===== src/rtl/nio_pkg.sv =====
package nio_pkg;
  localparam int NIO_AW  = 5;
  localparam int NIO_DW  = 8;
  localparam int NIO_NCH = 8;
  localparam int NIO_NIB = 4;

  localparam logic [NIO_AW-1:0] A_CFG   = 5'h00;
  localparam logic [NIO_AW-1:0] A_DATA  = 5'h01;
  localparam logic [NIO_AW-1:0] A_BLINK = 5'h02;
  localparam logic [NIO_AW-1:0] A_PWM   = 5'h03;
  localparam logic [NIO_AW-1:0] A_PINS  = 5'h04;

  // Priority: disable, direction, PWM select, blink enable, static bit.
  function automatic logic chan_level(input logic is_out, input logic off,
                                      input logic pwm_sel, input logic pwm,
                                      input logic blk_en, input logic blk,
                                      input logic dat);
    if (off || !is_out) return 1'b0;
    if (pwm_sel)        return pwm;
    if (blk_en)         return blk;
    return dat;
  endfunction

  // Blink level: bit `sel` of the pulse-edge count.
  function automatic logic blink_bit(input logic [7:0] edges, input logic [2:0] sel);
    return edges[sel];
  endfunction
endpackage


===== src/rtl/nio_bus_if.sv =====
module nio_bus_if #(
  parameter int AW = 5,
  parameter int DW = 8
) (
  input  logic          clk,
  input  logic          rst_n,
  input  logic          cs_n,
  input  logic          wr_n,
  input  logic          rd_n,
  input  logic [AW-1:0] addr,
  input  logic [DW-1:0] din,
  output logic          wr_evt,
  output logic [AW-1:0] wr_addr,
  output logic [DW-1:0] wr_data,
  output logic          rd_oe
);
  logic cs_q, wr_q;

  always_ff @(posedge clk or negedge rst_n) begin
    if (!rst_n) begin
      cs_q    <= 1'b1;
      wr_q    <= 1'b1;
      wr_addr <= '0;
      wr_data <= '0;
    end else begin
      cs_q    <= cs_n;
      wr_q    <= wr_n;
      wr_addr <= addr;
      wr_data <= din;
    end
  end

  assign wr_evt = !cs_q && !wr_q && wr_n;
  assign rd_oe  = !cs_n && !rd_n;
endmodule


===== src/rtl/nio_regs.sv =====
module nio_regs
  import nio_pkg::*;
#(
  parameter int AW  = 5,
  parameter int DW  = 8,
  parameter int NCH = 8,
  parameter int NIB = 4
) (
  input  logic           clk,
  input  logic           rst_n,
  input  logic           wr_evt,
  input  logic [AW-1:0]  wr_addr,
  input  logic [DW-1:0]  wr_data,
  input  logic [AW-1:0]  rd_addr,
  input  logic           rd_oe,
  input  logic [NCH-1:0] pin_lvl,
  output logic [DW-1:0]  rd_data,
  output logic [NCH/NIB-1:0] nib_out,
  output logic [2:0]     div_sel,
  output logic [NCH-1:0] dat_q,
  output logic [NCH-1:0] blk_q,
  output logic [NCH-1:0] pwm_q
);
  localparam int NNIB  = NCH / NIB;
  localparam int CFG_W = NNIB + 3;

  logic [CFG_W-1:0] cfg_q;

  always_ff @(posedge clk or negedge rst_n) begin
    if (!rst_n) begin
      cfg_q <= '0;
      dat_q <= '0;
      blk_q <= '0;
      pwm_q <= '0;
    end else if (wr_evt) begin
      case (wr_addr)
        A_CFG:   cfg_q <= wr_data[CFG_W-1:0];
        A_DATA:  dat_q <= wr_data[NCH-1:0];
        A_BLINK: blk_q <= wr_data[NCH-1:0];
        A_PWM:   pwm_q <= wr_data[NCH-1:0];
        default: ;
      endcase
    end
  end

  assign nib_out = cfg_q[NNIB-1:0];
  assign div_sel = cfg_q[CFG_W-1:NNIB];

  always_comb begin
    rd_data = '0;
    if (rd_oe) begin
      case (rd_addr)
        A_CFG:   rd_data = DW'(cfg_q);
        A_DATA:  rd_data = DW'(dat_q);
        A_BLINK: rd_data = DW'(blk_q);
        A_PWM:   rd_data = DW'(pwm_q);
        A_PINS:  rd_data = DW'(pin_lvl);
        default: rd_data = '0;
      endcase
    end
  end
endmodule


===== src/rtl/nio_blink.sv =====
module nio_blink
  import nio_pkg::*;
#(
  parameter int CW = 8
) (
  input  logic       clk,
  input  logic       rst_n,
  input  logic       pls_clk,
  input  logic [2:0] sel,
  output logic       pls_rise,
  output logic       blink
);
  logic [2:0]    sync_q;
  logic [CW-1:0] cnt_q;

  always_ff @(posedge clk or negedge rst_n) begin
    if (!rst_n) begin
      sync_q <= '0;
      cnt_q  <= '0;
    end else begin
      sync_q <= {sync_q[1:0], pls_clk};
      if (pls_rise) cnt_q <= cnt_q + 1'b1;
    end
  end

  assign pls_rise = sync_q[1] && !sync_q[2];
  assign blink    = blink_bit(cnt_q[7:0], sel);
endmodule


===== src/rtl/nio_port_ctrl.sv =====
module nio_port_ctrl
  import nio_pkg::*;
#(
  parameter int AW  = NIO_AW,
  parameter int DW  = NIO_DW,
  parameter int NCH = NIO_NCH,
  parameter int NIB = NIO_NIB
) (
  input  logic           clk,
  input  logic           rst_n,
  input  logic           cs_n,
  input  logic           wr_n,
  input  logic           rd_n,
  input  logic [AW-1:0]  addr,
  input  logic [DW-1:0]  bus_din,
  output logic [DW-1:0]  bus_dout,
  output logic           bus_doe,
  input  logic           pls_clk,
  input  logic           pwm_in,
  input  logic           dis,
  input  logic [NCH-1:0] pin_lvl,
  output logic [NCH-1:0] drv
);
  localparam int NNIB = NCH / NIB;

  logic            wr_evt;
  logic [AW-1:0]   wr_addr;
  logic [DW-1:0]   wr_data;
  logic            rd_oe;
  logic [NNIB-1:0] nib_out;
  logic [2:0]      div_sel;
  logic [NCH-1:0]  dat_q, blk_q, pwm_q;
  logic            pls_rise, blink;

  nio_bus_if #(.AW(AW), .DW(DW)) u_bus (
    .clk(clk), .rst_n(rst_n), .cs_n(cs_n), .wr_n(wr_n), .rd_n(rd_n),
    .addr(addr), .din(bus_din), .wr_evt(wr_evt), .wr_addr(wr_addr),
    .wr_data(wr_data), .rd_oe(rd_oe)
  );

  nio_regs #(.AW(AW), .DW(DW), .NCH(NCH), .NIB(NIB)) u_regs (
    .clk(clk), .rst_n(rst_n), .wr_evt(wr_evt), .wr_addr(wr_addr),
    .wr_data(wr_data), .rd_addr(addr), .rd_oe(rd_oe), .pin_lvl(pin_lvl),
    .rd_data(bus_dout), .nib_out(nib_out), .div_sel(div_sel),
    .dat_q(dat_q), .blk_q(blk_q), .pwm_q(pwm_q)
  );

  nio_blink #(.CW(8)) u_blink (
    .clk(clk), .rst_n(rst_n), .pls_clk(pls_clk), .sel(div_sel),
    .pls_rise(pls_rise), .blink(blink)
  );

  assign bus_doe = rd_oe;

  for (genvar i = 0; i < NCH; i++) begin : g_ch
    assign drv[i] = chan_level(nib_out[i/NIB], dis, pwm_q[i], pwm_in,
                               blk_q[i], blink, dat_q[i]);
  end
endmodule


===== config.mk =====
export PLATFORM = sky130hd
export DESIGN_NAME = nio_port_ctrl
export DESIGN_NICKNAME = d
export VERILOG_FILES = /design/src/rtl/nio_pkg.sv /design/src/rtl/nio_bus_if.sv /design/src/rtl/nio_regs.sv /design/src/rtl/nio_blink.sv /design/src/rtl/nio_port_ctrl.sv
export SDC_FILE = /design/constraint.sdc
export NUM_CORES = 1
export LEC_CHECK = 0
export BUFFER_PORTS_ARGS = -buffer_cell sky130_fd_sc_hd__buf_2
export CORE_MARGIN = 5
export CORE_UTILIZATION = 57
export CTS_BUF_LIST = sky130_fd_sc_hd__clkbuf_4 sky130_fd_sc_hd__clkbuf_8
export DETAILED_ROUTE_END_ITERATION = 8
export PLACE_DENSITY_LB_ADDON = 0.12
export SYNTH_ARGS = -nofsm -noshare
export SYNTH_HDL_FRONTEND = slang
export SYNTH_SLANG_ARGS = --single-unit
export TNS_END_PERCENT = 50

===== constraint.sdc =====
create_clock -name clk -period 2.7 [get_ports clk]
set_input_delay 0.27 -clock clk [delete_from_list [all_inputs] [get_ports clk]]
set_output_delay 0.27 -clock clk [all_outputs]
set_load 0.01 [all_outputs]

==> key figures <==
Worst setup path
  – Crit-path cells: mux2_2, a2bb2oi_1, nand3_1, o21ai_0, buf_2
  – CP Max Fanout: 6
  – Crit Path Class: register to output port
  – Critical path's largest stage delay: 0.48 ns
  – WP data required: 2.43 ns
  – CP startpoint: u_regs.cfg_q[2]
  – Setup slack, reg-to-reg: 0.66 ns
  – Crit start category: register
  – CP max stage cell: dfrtp_1
  – Crit path arrival time: 1.99 ns
  – Worst flop-to-flop path startpoint: u_bus.wr_addr[3]
  – Reg2reg path depth: 4
  – Crit path buf inv count: 1
  – CP Capture Point: drv[1]
  – Worst path depth: 5
  – Delay-heaviest family, CP: compound AO/OA/AOI/OAI gates
  – Worst R2R End: u_regs.cfg_q[2]
  – Nature of the critical path endpoint: output port

Worst hold path
  – Min-delay worst type: input port to register
  – Worst Hold Path Cells: 1

Floorplan
  – Die area: 5937 sq um
  – # rows: 24
  – Starting Density: 0.5885
  – Die Ht: 77.05 um
  – Die width: 77.05 um
  – IO Count: 46
  – Area of the core: 4354 sq um

Logic synthesis
  – Adder-cell share of the synthesized area: 0.004883
  – Largest family of logic cells by synthesized area: multiplexers
  – Largest cells by area after synthesis: dfrtp_1, mux2_2, mux2i_1
  – Post-Synth XOR/XNOR Area: 0.02393
  – Synth warn: 0
  – Sequential cell area fraction in the yosys report: 0.5381
  – Syn avg cell area: 12.50 sq um
  – Multiplexer area fraction after synthesis: 0.1807
  – Post-synth cell types: 35
  – Cells after Synth: 205
  – Synth Area in Simple Gates: 0.1445
  – Area fraction in compound gates after synthesis: 0.1001
  – Synth Net Count: 235
  – Top-area cell type share of the netlist area: 0.5176
  – Yosys top cell by area: dfrtp_1
  – Synthesized cell area: 2562 sq um
  – Yosys reg bits: 55

Timing
  – Tcrit/Tclk final: 0.8370
  – Fin crit period: 2.260 ns
  – Hold Vio Cnt, Final: 0
  – Slew HR: 0.4234
  – RSZ-0062 raised after global routing: false
  – Max Fclk: 442.5 MHz
  – Setup violators final: 0
  – Slew @ Worst Pin: 0.8649 ns
  – Clk_skew: 0.005948 ns
  – Slew Viols, Final: 0
  – Setup Total Neg Slack: 0 ns

Clock tree
  – Post-cts resize count: 0
  – CTS tree: done
  – Post-CTS Setup Inserts: 0
  – Cts hold-fix bufs: 0
  – Clock Root Buffer: clkbuf_8
  – H-tree depth: 2
  – CTS sink count: 55
  – Reg clk slew, reported paths: 0.10 ns
  – Clock Path Buffers: 2
  – CTS buffer count: 5
  – Clock insertion delay at the later pin of the skew report: 0.32 ns

Route
  – First drt pass iteration count: 4
  – Routed vias: 1,824
  – DR vias/cell: 5.922
  – Antenna-violating nets left: 0
  – Routed length per instance: 17.92 um
  – Post-Route WL: 5518 um
  – # DRC: 0
  – 1st-iter DRT viols: 157

Global route
  – Global-route wire length before repair: 9218 um
  – Total GRT Usage: 0.1965
  – Largest net degree at the start of global routing: 40
  – Vias in the first global route: 1,869
  – Antenna violations before repair: 0
  – Grt total ovfl: 0

Final layout
  – Fill count: 343
  – Fraction of layout cells with a size suffix above 1: 0.3828
  – Area grow syn2layout: 16.06%
  – ANT cells: 0
  – Footprint of the multi-input gates: 1164 sq um
  – Nets: 285
  – Reg area: 1379 sq um

Power and ir drop
  – Combinational power share: 0.131
  – Clock power frac: 0.316
  – Net Sw Frac: 0.2760
  – Switching power total: 0.5055 mW
  – LEAKAGE: 1.412 nW
  – Worst IR Drop VDD: 672.4 uV
  – Pint: 1.326 mW
  – Pwr/cell area: 615.7 nW/um^2
  – Sequential power share: 0.553
  – Pwr Total: 1.831 mW

Place
  – Dpl hpwl: 3926 um
  – Routability cong.: 0.8994
  – I/O Buffers: 45

Status
  – Status: complete, no violations

Job
  – Max-cap viol count: 0
-- worst min-delay path by stage --
stage,start,endpoint
after floorplan,rst_n,u_blink.cnt_q[0]
after global placement,u_blink.sync_q[0],u_blink.sync_q[1]
after detailed placement,u_blink.sync_q[0],u_blink.sync_q[1]
after CTS,bus_din[7],u_bus.wr_data[7]
after global routing,bus_din[6],u_bus.wr_data[6]
final,bus_din[7],u_bus.wr_data[7]
-- cells in the final DEF, fill, tap and decap left out, drive strengths merged, types with 4 or more instances in the layout --
cell type and n:
nor2 12, nand2 6, a222oi 5, a22oi 5, nor2b 6, a32oi 5
nand3 8, buf 48, nand2b 6, o21ai 13, dfrtp 53, clkbuf 5
xor2 4, mux2i 8, nor3 6, mux2 34
-- per-stage QoR --
step	cells	util	cell area (sq um)	hold slack, ns	worst slack, ns
after floorplan	205	-	2562	-0.02559	0.8331
after global placement	300	0.6557	2855	0.3357	0.6827
after detailed placement	300	0.6557	2855	0.3404	0.6586
after CTS	308	0.6830	2974	0.03236	0.4226
after global routing	308	0.6830	2974	0.02470	0.2685
final	308	0.6830	2974	0.04200	0.4400
-- per-layer routing --
| metal | part of all wire | up-vias | global-route usage |
|---|---|---|---|
| met5 | 0 | - | 0 |
| met4 | 0.018 | 0 | 0.08247 |
| met3 | 0.061 | 10 | 0.05035 |
| met2 | 0.48 | 48 | 0.2988 |
| met1 | 0.44 | 892 | 0.2678 |
| li1 | - | 874 | - |
-- sequential cells by signal (all words and copies together) (netlist names), 3 cells and up --
| signal | count |
|---|---|
| u_regs.blk_q | 8 |
| u_blink.sync_q | 3 |
| u_regs.dat_q | 8 |
| u_bus.wr_addr | 5 |
| u_bus.wr_data | 8 |
| u_blink.cnt_q | 8 |
| u_regs.pwm_q | 8 |
| u_regs.cfg_q | 5 |
-- power by group through the flow --
stage	logic [mW]	clock network, mW	registers, mW
after floorplan	0.167	0	0.995
after global placement	0.232	0	1.03
after detailed placement	0.240	0	1.03
after CTS	0.241	0.593	1.01
after global routing	0.270	0.629	1.03
final	0.240	0.579	1.01
-- cell usage after synthesis --
cell type and number:
a22oi_1 5, a22o_1 3, nor2b_1 6, and2_1 3, a222oi_1 5, and3b_1 1
a41oi_1 2, o21ai_0 13, nand2_1 6, nor2_1 12, xor2_1 4, xnor2_1 3
and4_1 2, nor3b_4 1, mux2i_1 8, nand3b_1 1, nor4_1 1, a32oi_1 5
nand3_1 7, dfrtp_1 53, nand3_2 1, nand3b_2 2, ha_1 1, mux2_2 34
or4b_4 1, a2bb2oi_1 1, o31ai_1 1, dfstp_2 2, buf_2 1, nor3_4 1
and3_1 2, clkbuf_1 4, nor3b_1 2, nor3_1 5, nand2b_1 6
-- kinds of logic after synthesis --
logic type,count (synthesis)
compound gates,35
xor+xnor,7
fa+ha+maj,1
buf+inv,5
flops,55
mux,42
simple gates,60
-- final cells by class --
| type | instances | area share |
|---|---|---|
| repair buffers | 48 | 0.08330 |
| clock inverters | 3 | 0.01683 |
| clock buffers | 5 | 0.02314 |
| flip-flops and latches | 55 | 0.4636 |
| multi-input cells | 145 | 0.3913 |
| well taps | 52 | 0.02188 |
(Power assumes the default switching activity.)
